<file path="config.mk">
export PLATFORM = sky130hd
export DESIGN_NAME = cache_tag_ctrl
export DESIGN_NICKNAME = d
export VERILOG_FILES = /design/src/rtl/cache_tag_pkg.sv /design/src/rtl/cache_tag_match.sv /design/src/rtl/cache_tag_age.sv /design/src/rtl/cache_tag_ctrl.sv
export SDC_FILE = /design/constraint.sdc
export NUM_CORES = 1
export LEC_CHECK = 0
export CORE_MARGIN = 2
export CORE_UTILIZATION = 50
export DETAILED_ROUTE_END_ITERATION = 16
export GPL_ROUTABILITY_DRIVEN = 0
export MAX_ROUTING_LAYER = met4
export PLACE_DENSITY = 0.79
export SLEW_MARGIN = 40
export SYNTH_ARGS = -nofsm -noshare
export SYNTH_HDL_FRONTEND = slang
export SYNTH_SLANG_ARGS = --single-unit
</file>
<file path="constraint.sdc">
create_clock -name clk -period 1.8 [get_ports clk]
set_clock_uncertainty 0.1 [all_clocks]
set_input_delay 0.45 -clock clk [delete_from_list [all_inputs] [get_ports clk]]
set_output_delay 0.45 -clock clk [all_outputs]
set_load 0.005 [all_outputs]
</file>
<file path="src/rtl/cache_tag_pkg.sv">
package cache_tag_pkg;

  typedef enum logic {
    REPL_FIFO = 1'b0,
    REPL_LRU  = 1'b1
  } repl_e;

  function automatic bit is_pow2(input int v);
    return (v > 0) && ((v & (v - 1)) == 0);
  endfunction

endpackage

</file>
<file path="src/rtl/cache_tag_match.sv">
// Parallel tag compare for one set plus lowest-invalid-way search.
module cache_tag_match #(
  parameter int WAYS  = 1,
  parameter int TAG_W = 26,
  localparam int WAY_W = (WAYS > 1) ? $clog2(WAYS) : 1
) (
  input  logic [TAG_W-1:0] row_tag [WAYS],
  input  logic [WAYS-1:0]  row_vld,
  input  logic [TAG_W-1:0] look_tag,
  output logic             hit,
  output logic [WAY_W-1:0] hit_way,
  output logic             free_any,
  output logic [WAY_W-1:0] free_way
);

  logic [WAYS-1:0] hit_vec;

  for (genvar w = 0; w < WAYS; w++) begin : g_cmp
    assign hit_vec[w] = row_vld[w] && (row_tag[w] == look_tag);
  end

  assign hit      = |hit_vec;
  assign free_any = ~&row_vld;

  always_comb begin
    hit_way = '0;
    for (int i = 0; i < WAYS; i++) begin
      if (hit_vec[i]) hit_way = WAY_W'(i);
    end
  end

  // Lowest numbered invalid way wins.
  always_comb begin
    free_way = '0;
    for (int i = WAYS - 1; i >= 0; i--) begin
      if (!row_vld[i]) free_way = WAY_W'(i);
    end
  end

endmodule

</file>
<file path="src/rtl/cache_tag_age.sv">
// Per-way age ranking for one set. Age 0 is the newest, WAYS-1 the oldest.
// The ages of a set always form a permutation of 0..WAYS-1.
module cache_tag_age #(
  parameter int WAYS  = 1,
  localparam int WAY_W = (WAYS > 1) ? $clog2(WAYS) : 1,
  localparam int AGE_W = WAY_W
) (
  input  logic [AGE_W-1:0] age_in  [WAYS],
  input  logic             touch,
  input  logic [WAY_W-1:0] touch_way,
  output logic [AGE_W-1:0] age_out [WAYS],
  output logic [WAY_W-1:0] oldest_way
);

  localparam logic [AGE_W-1:0] AGE_MAX = AGE_W'(WAYS - 1);

  logic [AGE_W-1:0] touch_age;

  always_comb begin
    touch_age = '0;
    for (int i = 0; i < WAYS; i++) begin
      if (WAY_W'(i) == touch_way) touch_age = age_in[i];
    end
  end

  always_comb begin
    for (int i = 0; i < WAYS; i++) begin
      age_out[i] = age_in[i];
      if (touch) begin
        if (WAY_W'(i) == touch_way)      age_out[i] = '0;
        else if (age_in[i] < touch_age)  age_out[i] = age_in[i] + 1'b1;
      end
    end
  end

  always_comb begin
    oldest_way = '0;
    for (int i = 0; i < WAYS; i++) begin
      if (age_in[i] == AGE_MAX) oldest_way = WAY_W'(i);
    end
  end

endmodule

</file>
<file path="src/rtl/cache_tag_ctrl.sv">
module cache_tag_ctrl
  import cache_tag_pkg::*;
#(
  parameter int    ADDR_W          = 32,
  parameter int    NUM_BLOCKS      = 4,
  parameter int    NUM_WAYS        = 1,
  parameter int    WORDS_PER_BLOCK = 4,
  parameter repl_e REPL            = REPL_LRU
) (
  input  logic              clk,
  input  logic              rst_n,
  input  logic              req_valid,
  input  logic [ADDR_W-1:0] req_addr,
  input  logic              req_write,
  output logic              rsp_valid,
  output logic              rsp_hit,
  output logic              rsp_miss,
  output logic              fill_valid,
  output logic [ADDR_W-1:0] fill_addr,
  output logic              wt_valid,
  output logic [ADDR_W-1:0] wt_addr
);

  localparam int SETS    = NUM_BLOCKS / NUM_WAYS;
  localparam int OFF_W   = $clog2(WORDS_PER_BLOCK);
  localparam int SET_W   = $clog2(SETS);
  localparam int IDX_W   = (SET_W > 0) ? SET_W : 1;
  localparam int TAG_LSB = OFF_W + SET_W;
  localparam int TAG_W   = ADDR_W - TAG_LSB;
  localparam int WAY_W   = (NUM_WAYS > 1) ? $clog2(NUM_WAYS) : 1;
  localparam int AGE_W   = WAY_W;
  localparam logic [ADDR_W-1:0] OFF_MASK = ADDR_W'((64'd1 << OFF_W) - 64'd1);

  // Geometry checks at elaboration.
  if (!is_pow2(NUM_BLOCKS) || !is_pow2(NUM_WAYS) || !is_pow2(WORDS_PER_BLOCK)) begin : g_bad_pow2
    $error("cache_tag_ctrl: geometry parameters must be powers of two");
  end
  if (NUM_WAYS > NUM_BLOCKS) begin : g_bad_ways
    $error("cache_tag_ctrl: ways exceed block count");
  end
  if (TAG_W < 1) begin : g_bad_tag
    $error("cache_tag_ctrl: address too narrow for geometry");
  end

  // Reset: asserted asynchronously, released after two clock edges.
  logic [1:0] rst_sync_q;
  logic       rst_n_sync;

  always_ff @(posedge clk or negedge rst_n) begin
    if (!rst_n) rst_sync_q <= 2'b00;
    else        rst_sync_q <= {rst_sync_q[0], 1'b1};
  end
  assign rst_n_sync = rst_sync_q[1];

  // Tag, valid and age storage.
  logic [TAG_W-1:0]    tag_q [SETS][NUM_WAYS];
  logic [NUM_WAYS-1:0] vld_q [SETS];
  logic [AGE_W-1:0]    age_q [SETS][NUM_WAYS];

  // Address split.
  logic [IDX_W-1:0] set_idx;
  logic [TAG_W-1:0] req_tag;

  if (SET_W == 0) begin : g_one_set
    assign set_idx = '0;
  end else begin : g_many_sets
    assign set_idx = req_addr[OFF_W +: SET_W];
  end
  assign req_tag = req_addr[ADDR_W-1:TAG_LSB];

  // Selected set row.
  logic [TAG_W-1:0]    row_tag [NUM_WAYS];
  logic [AGE_W-1:0]    row_age [NUM_WAYS];
  logic [NUM_WAYS-1:0] row_vld;

  always_comb begin
    row_vld = vld_q[set_idx];
    for (int w = 0; w < NUM_WAYS; w++) begin
      row_tag[w] = tag_q[set_idx][w];
      row_age[w] = age_q[set_idx][w];
    end
  end

  logic             hit;
  logic [WAY_W-1:0] hit_way;
  logic             free_any;
  logic [WAY_W-1:0] free_way;
  logic [WAY_W-1:0] oldest_way;
  logic [WAY_W-1:0] fill_way;
  logic [WAY_W-1:0] use_way;
  logic             age_touch;
  logic [AGE_W-1:0] nxt_age [NUM_WAYS];
  logic [NUM_WAYS-1:0] nxt_vld;

  cache_tag_match #(
    .WAYS  (NUM_WAYS),
    .TAG_W (TAG_W)
  ) match_i (
    .row_tag  (row_tag),
    .row_vld  (row_vld),
    .look_tag (req_tag),
    .hit      (hit),
    .hit_way  (hit_way),
    .free_any (free_any),
    .free_way (free_way)
  );

  assign fill_way = free_any ? free_way : oldest_way;
  assign use_way  = hit ? hit_way : fill_way;

  // FIFO ages move only on fills; LRU ages move on every access.
  if (REPL == REPL_LRU) begin : g_lru
    assign age_touch = req_valid;
  end else begin : g_fifo
    assign age_touch = req_valid && !hit;
  end

  cache_tag_age #(
    .WAYS (NUM_WAYS)
  ) age_i (
    .age_in     (row_age),
    .touch      (age_touch),
    .touch_way  (use_way),
    .age_out    (nxt_age),
    .oldest_way (oldest_way)
  );

  // Next-state for the valid row.
  always_comb begin
    nxt_vld = row_vld;
    if (!hit) nxt_vld[fill_way] = 1'b1;
  end

  // State registers; only the addressed set is written, gated by req_valid.
  always_ff @(posedge clk or negedge rst_n_sync) begin
    if (!rst_n_sync) begin
      for (int s = 0; s < SETS; s++) begin
        vld_q[s] <= '0;
        for (int w = 0; w < NUM_WAYS; w++) begin
          age_q[s][w] <= AGE_W'(w);
        end
      end
    end else if (req_valid) begin
      vld_q[set_idx] <= nxt_vld;
      for (int w = 0; w < NUM_WAYS; w++) begin
        age_q[set_idx][w] <= nxt_age[w];
      end
    end
  end

  // Tags need no reset: valid bits qualify them.
  always_ff @(posedge clk) begin
    if (req_valid && !hit) begin
      tag_q[set_idx][fill_way] <= req_tag;
    end
  end

  // Result stage.
  logic              rsp_valid_d, rsp_hit_d, rsp_miss_d, fill_valid_d, wt_valid_d;
  logic [ADDR_W-1:0] fill_addr_d;

  always_comb begin
    rsp_valid_d  = req_valid;
    rsp_hit_d    = req_valid && hit;
    rsp_miss_d   = req_valid && !hit;
    fill_valid_d = req_valid && !hit;
    wt_valid_d   = req_valid && req_write;
    fill_addr_d  = req_addr & ~OFF_MASK;
  end

  always_ff @(posedge clk or negedge rst_n_sync) begin
    if (!rst_n_sync) begin
      rsp_valid  <= 1'b0;
      rsp_hit    <= 1'b0;
      rsp_miss   <= 1'b0;
      fill_valid <= 1'b0;
      wt_valid   <= 1'b0;
    end else begin
      rsp_valid  <= rsp_valid_d;
      rsp_hit    <= rsp_hit_d;
      rsp_miss   <= rsp_miss_d;
      fill_valid <= fill_valid_d;
      wt_valid   <= wt_valid_d;
    end
  end

  always_ff @(posedge clk or negedge rst_n_sync) begin
    if (!rst_n_sync) begin
      fill_addr <= '0;
      wt_addr   <= '0;
    end else if (req_valid) begin
      fill_addr <= fill_addr_d;
      wt_addr   <= req_addr;
    end
  end

endmodule

</file>
==> results of run 1 <==
[registers in the layout, summed over array words and instances, names as in the netlist]
register	count
fill_valid	1
rst_sync_q	2
tag_q	112
vld_q	4
wt_valid	1
rsp_valid	1
wt_addr	32
rsp_hit	1
[stage by stage]
step / worst slack, ns / setup TNS (ns) / hold slack [ns]
floorplan: -0.8720 / -91.42 / 0.05441
global placement: -1.503 / -169.55 / 0.1131
detailed placement: -1.476 / -163.24 / 0.1214
CTS: -0.6959 / -76.74 / 0.07407
global route: -0.9036 / -100.42 / 0.07668
finish: -0.8034 / -88.57 / 0.09049
[per-layer routing]
layer	routed length [µm]	global-route usage	up-vias	part of all wire
li1	-	-	1677	-
met1	5769	0.2816	1968	0.39
met2	7424	0.3596	174	0.51
met3	987	0.05302	38	0.067
met4	454	0.09639	0	0.031
met5	0	-	-	0
[report_power, final]
group | leakage (nW) | total (mW) | switching [mW] | internal [mW]
clock network | 0.290 | 3.61 | 1.32 | 2.29
logic | 1.63 | 1.05 | 0.439 | 0.615
registers | 1.51 | 4.12 | 0.0874 | 4.03
total | 3.43 | 8.78 | 1.84 | 6.94
[worst max-delay path by stage]
stage,startpoint,to,slack (ns)
floorplan,req_addr[2],tag_q[3][0],-0.87
global placement,req_addr[3],tag_q[3][11],-1.50
detailed placement,req_addr[3],tag_q[1][11],-1.48
CTS,tag_q[3][0],tag_q[2][11],-0.70
global route,tag_q[3][0],tag_q[0][26],-0.90
finish,req_addr[3],tag_q[2][11],-0.80
[cells by family after synthesis]
group	count (synthesis)	synth area share
DFF	154	0.6872
muxes	75	0.1755
other	2	0.001169
and+or+nand+nor	32	0.02746
AOI/OAI and AO/OA	20	0.02513
xor gates and xnor gates	19	0.02591
buffers and inverters	55	0.05765
[cell usage in the layout (no fill, tap or decap), drive strengths merged, types with 6 or more instances in the layout]
master,count
nand4,6
mux2,33
inv,8
mux4,25
dlygate4sd2,64
xor2,6
dfrtp,42
buf,76
and2,14
mux2i,17
edfxtp,112
clkbuf,26
clkdlybuf4s50,32
xnor2,13
[final cells by class]
type	instances	area share
Sequential cell	154	0.5055
Multi-Input combinational cell	158	0.2018
Timing Repair Buffer	179	0.1960
Clock buffer	25	0.05572
Tap cell	172	0.02464
Clock inverter	7	0.01289
Inverter	8	0.003438
[repair_timing]
item / in CTS / in global routing
gates cloned: 13 / 1
setup buffers: 27 / 1
pin swaps: 8 / 1
gates resized for setup: 95 / 5
endpoints found under the setup margin: 179 / 116
==> run summary, run 1 <==
fmax: 384.1 MHz
worst rel slew slack: 0.5044
1st-iter DRT viols: 280
Arr. time, crit path: 2.67 ns
peak supply drop: 678.4 µV
most common cell in the netlist: sky130_fd_sc_hd__edfxtp_1
number of antenna violations at the first check in global routing: 0
Skew-Pair Late Insertion Delay: 0.42 ns
via count of the first global-routing pass: 4043
post-synthesis async set-or-reset flop share: 0.2727
final core utilization: 0.6950
Critical Path RT: 1.86 ns
Buffers & Inverters on Critical Path: 3
crit path time final: 2.603 ns
Yosys top cell by area: sky130_fd_sc_hd__edfxtp_1
I/O pins: 105
Leakage: 3.427 nW
result of the run: complete, but fails checks
Yosys reg bits: 154
share of Yosys cell area claimed by the top area cell type: 0.5236
Root Buffer: sky130_fd_sc_hd__clkbuf_16
number of distinct library cell variants in the gate-level netlist after synthesis: 39
area delta synth->final: 35.98%
Clock Pin Slew Worst Setup and Hold Paths: 0.06 ns
critical path's top delay family: simple AND/OR/NAND/NOR gates
origin of the critical flop-to-flop path: tag_q[3][0]
worst min path class: input pin to asynchronous set/reset pin
CP Capture Type: register
Slew @ Worst Pin: 0.7377 ns
via/cell ratio: 5.486
count of unresolved DRC violations after routing: 0
dominant register cell in the synthesized netlist: sky130_fd_sc_hd__edfxtp_1
most numerous cell types in the synthesized netlist: 112 x sky130_fd_sc_hd__edfxtp_1, 42 x sky130_fd_sc_hd__dfrtp_1, 35 x sky130_fd_sc_hd__buf_4
antenna diode count: 0
vertical die dimension: 117.3 µm
cell area power density: 1006 mW/mm²
grt ovf: 0
violated checks: setup timing
stage delay of the slowest cell on the critical path: 0.34 ns
netlist area before placement: 0.006424 mm²
Die Area: 0.01377 mm²
Detailed Route WL: 14640 µm
final setup vio count: 114
total power: 8.784 mW
terminus of the critical flop-to-flop path: tag_q[2][11]
Final Cell Area: 0.008735 mm²
post-synthesis average cell area: 17.99 µm²
fin. max-slew vios: 0
sequential fraction of the synthesis area: 0.6872
net count of the finished layout: 554
starting density of the core: 0.5111
fraction of the cycle the final worst path needs: 1.446
maximum level of the CTS H-tree: 4
Routed wire per std cell: 20.82 µm
Worst R2R Setup Slack: -0.79 ns
sort of element at the start of the critical path: input pin
dpl hpwl: 8461 µm
maximum fanout encountered on the critical timing path: 13
cell with the biggest individual delay on the critical path: sky130_fd_sc_hd__mux4_2
Post-synth EDFFs: 112
wire length of the first global-routing pass: 22580 µm
Cell Rows: 41
Layout fillers: 841
Critical Path, Cell by Cell: clkdlybuf4s15_2 > bufbuf_16 > mux4_2 > a2bb2oi_2 > nand4_1 > nor4_2 > nand4_1 > buf_6 > and2_4
number of stages on the worst setup path: 9
type of the setup path with the least slack: input pin to register
share of layout cells above drive strength 1: 0.3522
total number of vias: 3857
pin count of the biggest net entering global routing: 28
Inst Count DP: 629
CTS Hold Buffers Added: 0
Hold Vio Cnt, Final: 0
overall die width: 117.3 µm
CTS buffer count: 17
cell with the most instances on the worst path: sky130_fd_sc_hd__nand4_1
buffers from clock root to sink, at most: 2
synthesized instance count: 357
all-layer global routing usage: 0.2263
Pre-antenna DRT Iters: 5
CORE AREA: 0.01257 mm²
total area of multi-input combinational cells: 0.001763 mm²
worst reg2reg path depth: 7
number of buffers inserted by port buffering: 102
Yosys warning total: 0
instance area at placement: 0.007744 mm²
Worst Slack Setup Final: -0.8034 ns
Max Cap Viol: 0
sequential cell area in the final layout: 0.004415 mm²
final antenna-violating net count: 0
post-layout instance count excluding filler cells: 703
setup repair after global routing missed its margin: yes
CTS tree: built
leading post-synthesis cells by cell area: sky130_fd_sc_hd__edfxtp_1 52%, sky130_fd_sc_hd__dfrtp_1 16%, sky130_fd_sc_hd__mux4_2 6.7%
clock tree sinks: 154
Note: power is estimated with default switching activity, not from simulation.
==> inputs of run 2 (changes only) <==
CTS_BUF_LIST = sky130_fd_sc_hd__clkbuf_2 sky130_fd_sc_hd__clkbuf_4 sky130_fd_sc_hd__clkbuf_8   (was unset)
==> run summary, run 2 (synthesis gave the netlist of run 1 again) <==
worst min path class: input pin to asynchronous set/reset pin
worst rel slew slack: 0.5601
pin count of the biggest net entering global routing: 28
starting density of the core: 0.5111
Critical Path RT: 1.89 ns
type of the setup path with the least slack: input pin to register
final setup vio count: 114
Leakage: 3.314 nW
net count of the finished layout: 552
clock tree sinks: 154
final antenna-violating net count: 0
violated checks: setup timing
buffers from clock root to sink, at most: 2
CORE AREA: 0.01257 mm²
vertical die dimension: 117.3 µm
I/O pins: 105
crit path time final: 2.659 ns
via/cell ratio: 5.442
CTS buffer count: 17
Detailed Route WL: 14060 µm
fraction of the cycle the final worst path needs: 1.477
total number of vias: 3815
Clock Pin Slew Worst Setup and Hold Paths: 0.07 ns
fin. max-slew vios: 0
fmax: 376.1 MHz
Worst Slack Setup Final: -0.8586 ns
overall die width: 117.3 µm
number of antenna violations at the first check in global routing: 0
wire length of the first global-routing pass: 22010 µm
1st-iter DRT viols: 234
Arr. time, crit path: 2.75 ns
all-layer global routing usage: 0.2193
number of buffers inserted by port buffering: 102
number of flip-flops in the largest register: 112
result of the run: complete, but fails checks
CTS Hold Buffers Added: 0
Max Cap Viol: 0
most used cells in the layout excluding fill and tap cells: 112 x sky130_fd_sc_hd__edfxtp_1, 59 x sky130_fd_sc_hd__buf_4, 49 x sky130_fd_sc_hd__dlygate4sd2_1
stage delay of the slowest cell on the critical path: 0.49 ns
Skew-Pair Late Insertion Delay: 0.44 ns
sort of element at the start of the critical path: input pin
Hold Vio Cnt, Final: 0
peak supply drop: 506.6 µV
maximum level of the CTS H-tree: 4
Die Area: 0.01377 mm²
worst setup slack before clock tree synthesis: -1.476 ns
Cell Rows: 41
grt ovf: 0
Critical Path, Cell by Cell: buf_4 > buf_12 > buf_4 > mux4_2 > nand2b_1 > nand4_1 > nor4_2 > nand4_1 > buf_6 > and2_4
worst reg2reg path depth: 7
setup repair after global routing missed its margin: yes
Routed wire per std cell: 20.06 µm
final core utilization: 0.6806
dpl hpwl: 8461 µm
Slew @ Worst Pin: 0.6548 ns
cell with the biggest individual delay on the critical path: sky130_fd_sc_hd__mux4_2
maximum fanout encountered on the critical timing path: 9
leading cell type in the layout, fill and taps excluded: sky130_fd_sc_hd__edfxtp_1
area delta synth->final: 33.17%
Root Buffer: sky130_fd_sc_hd__clkbuf_8
share of layout cells above drive strength 1: 0.3611
count of unresolved DRC violations after routing: 0
cell area power density: 933.0 mW/mm²
CTS tree: built
register with the most flip-flops: tag_q
top flop regs: tag_q: 112 flops, wt_addr: 32 flops, vld_q: 4 flops
CP Capture Type: register
Pre-antenna DRT Iters: 4
antenna diode count: 0
via count of the first global-routing pass: 4072
-- run 2: layout make-up --
cell class,count,area (µm²)
inverters,8,30.03
clock buffers,24,292.8
well taps,172,215.2
flip-flops and latches,154,4415
multi-input cells,158,1757
clock inverters,8,142.6
fillers,858,4014
repair buffers,177,1702
-- run 2: repair_timing --
item                                    in CTS  in global routing
cloned                                      13                  1
pin swaps                                    9                  1
hold endpoints to repair                     0                  0
buffers inserted                            27                  0
endpoints found under the setup margin     181                131
gates resized for setup                     99                 17
-- run 2: final timing paths --
path,slack [ns],endpoint,start
worst min-delay path,0.07,rst_sync_q[1],rst_n
max in group asynchronous,1.01,wt_addr[21],rst_sync_q[1]
min in group clk,0.26,rst_sync_q[1],rst_sync_q[0]
worst max register to register,-0.80,tag_q[2][4],tag_q[2][4]
worst min register to register,0.10,rsp_hit,rst_sync_q[1]
worst max-delay path,-0.86,tag_q[2][4],req_addr[2]
-- run 2: layer usage --
metal / global-route usage / share of wire / vias to the layer above
li1: - / - / 1667
met1: 0.2622 / 0.40 / 1945
met2: 0.3538 / 0.51 / 174
met3: 0.06031 / 0.064 / 29
met4: 0.09262 / 0.024 / 0
met5: - / 0 / -
-- run 2: worst max-delay path: cells and delay by family --
family / cells / cell delay, ns
buf+inv: 4 / 0.71
mux: 1 / 0.49
simple gates: 5 / 1.09
-- run 2: where the power goes --
part	leakage, nW	switching (mW)	internal [mW]	total [mW]
clock	0.225	1.19	1.63	2.82
combinational	1.58	0.433	0.615	1.05
sequential	1.51	0.0866	4.03	4.11
-- run 2: metrics by stage --
step | TNS (ns) | hold WS (ns) | cells | power, mW | instance area [µm²]
global placement | -169.55 | 0.1131 | 628 | 5.162 | 7729
CTS | -76.33 | 0.03955 | 701 | 8.013 | 8517
finish | -95.88 | 0.06531 | 701 | 7.981 | 8554
floorplan | -91.42 | 0.05441 | 358 | 4.684 | 6435
detailed placement | -163.24 | 0.1214 | 629 | 5.199 | 7744
global route | -95.47 | 0.03478 | 701 | 8.269 | 8554
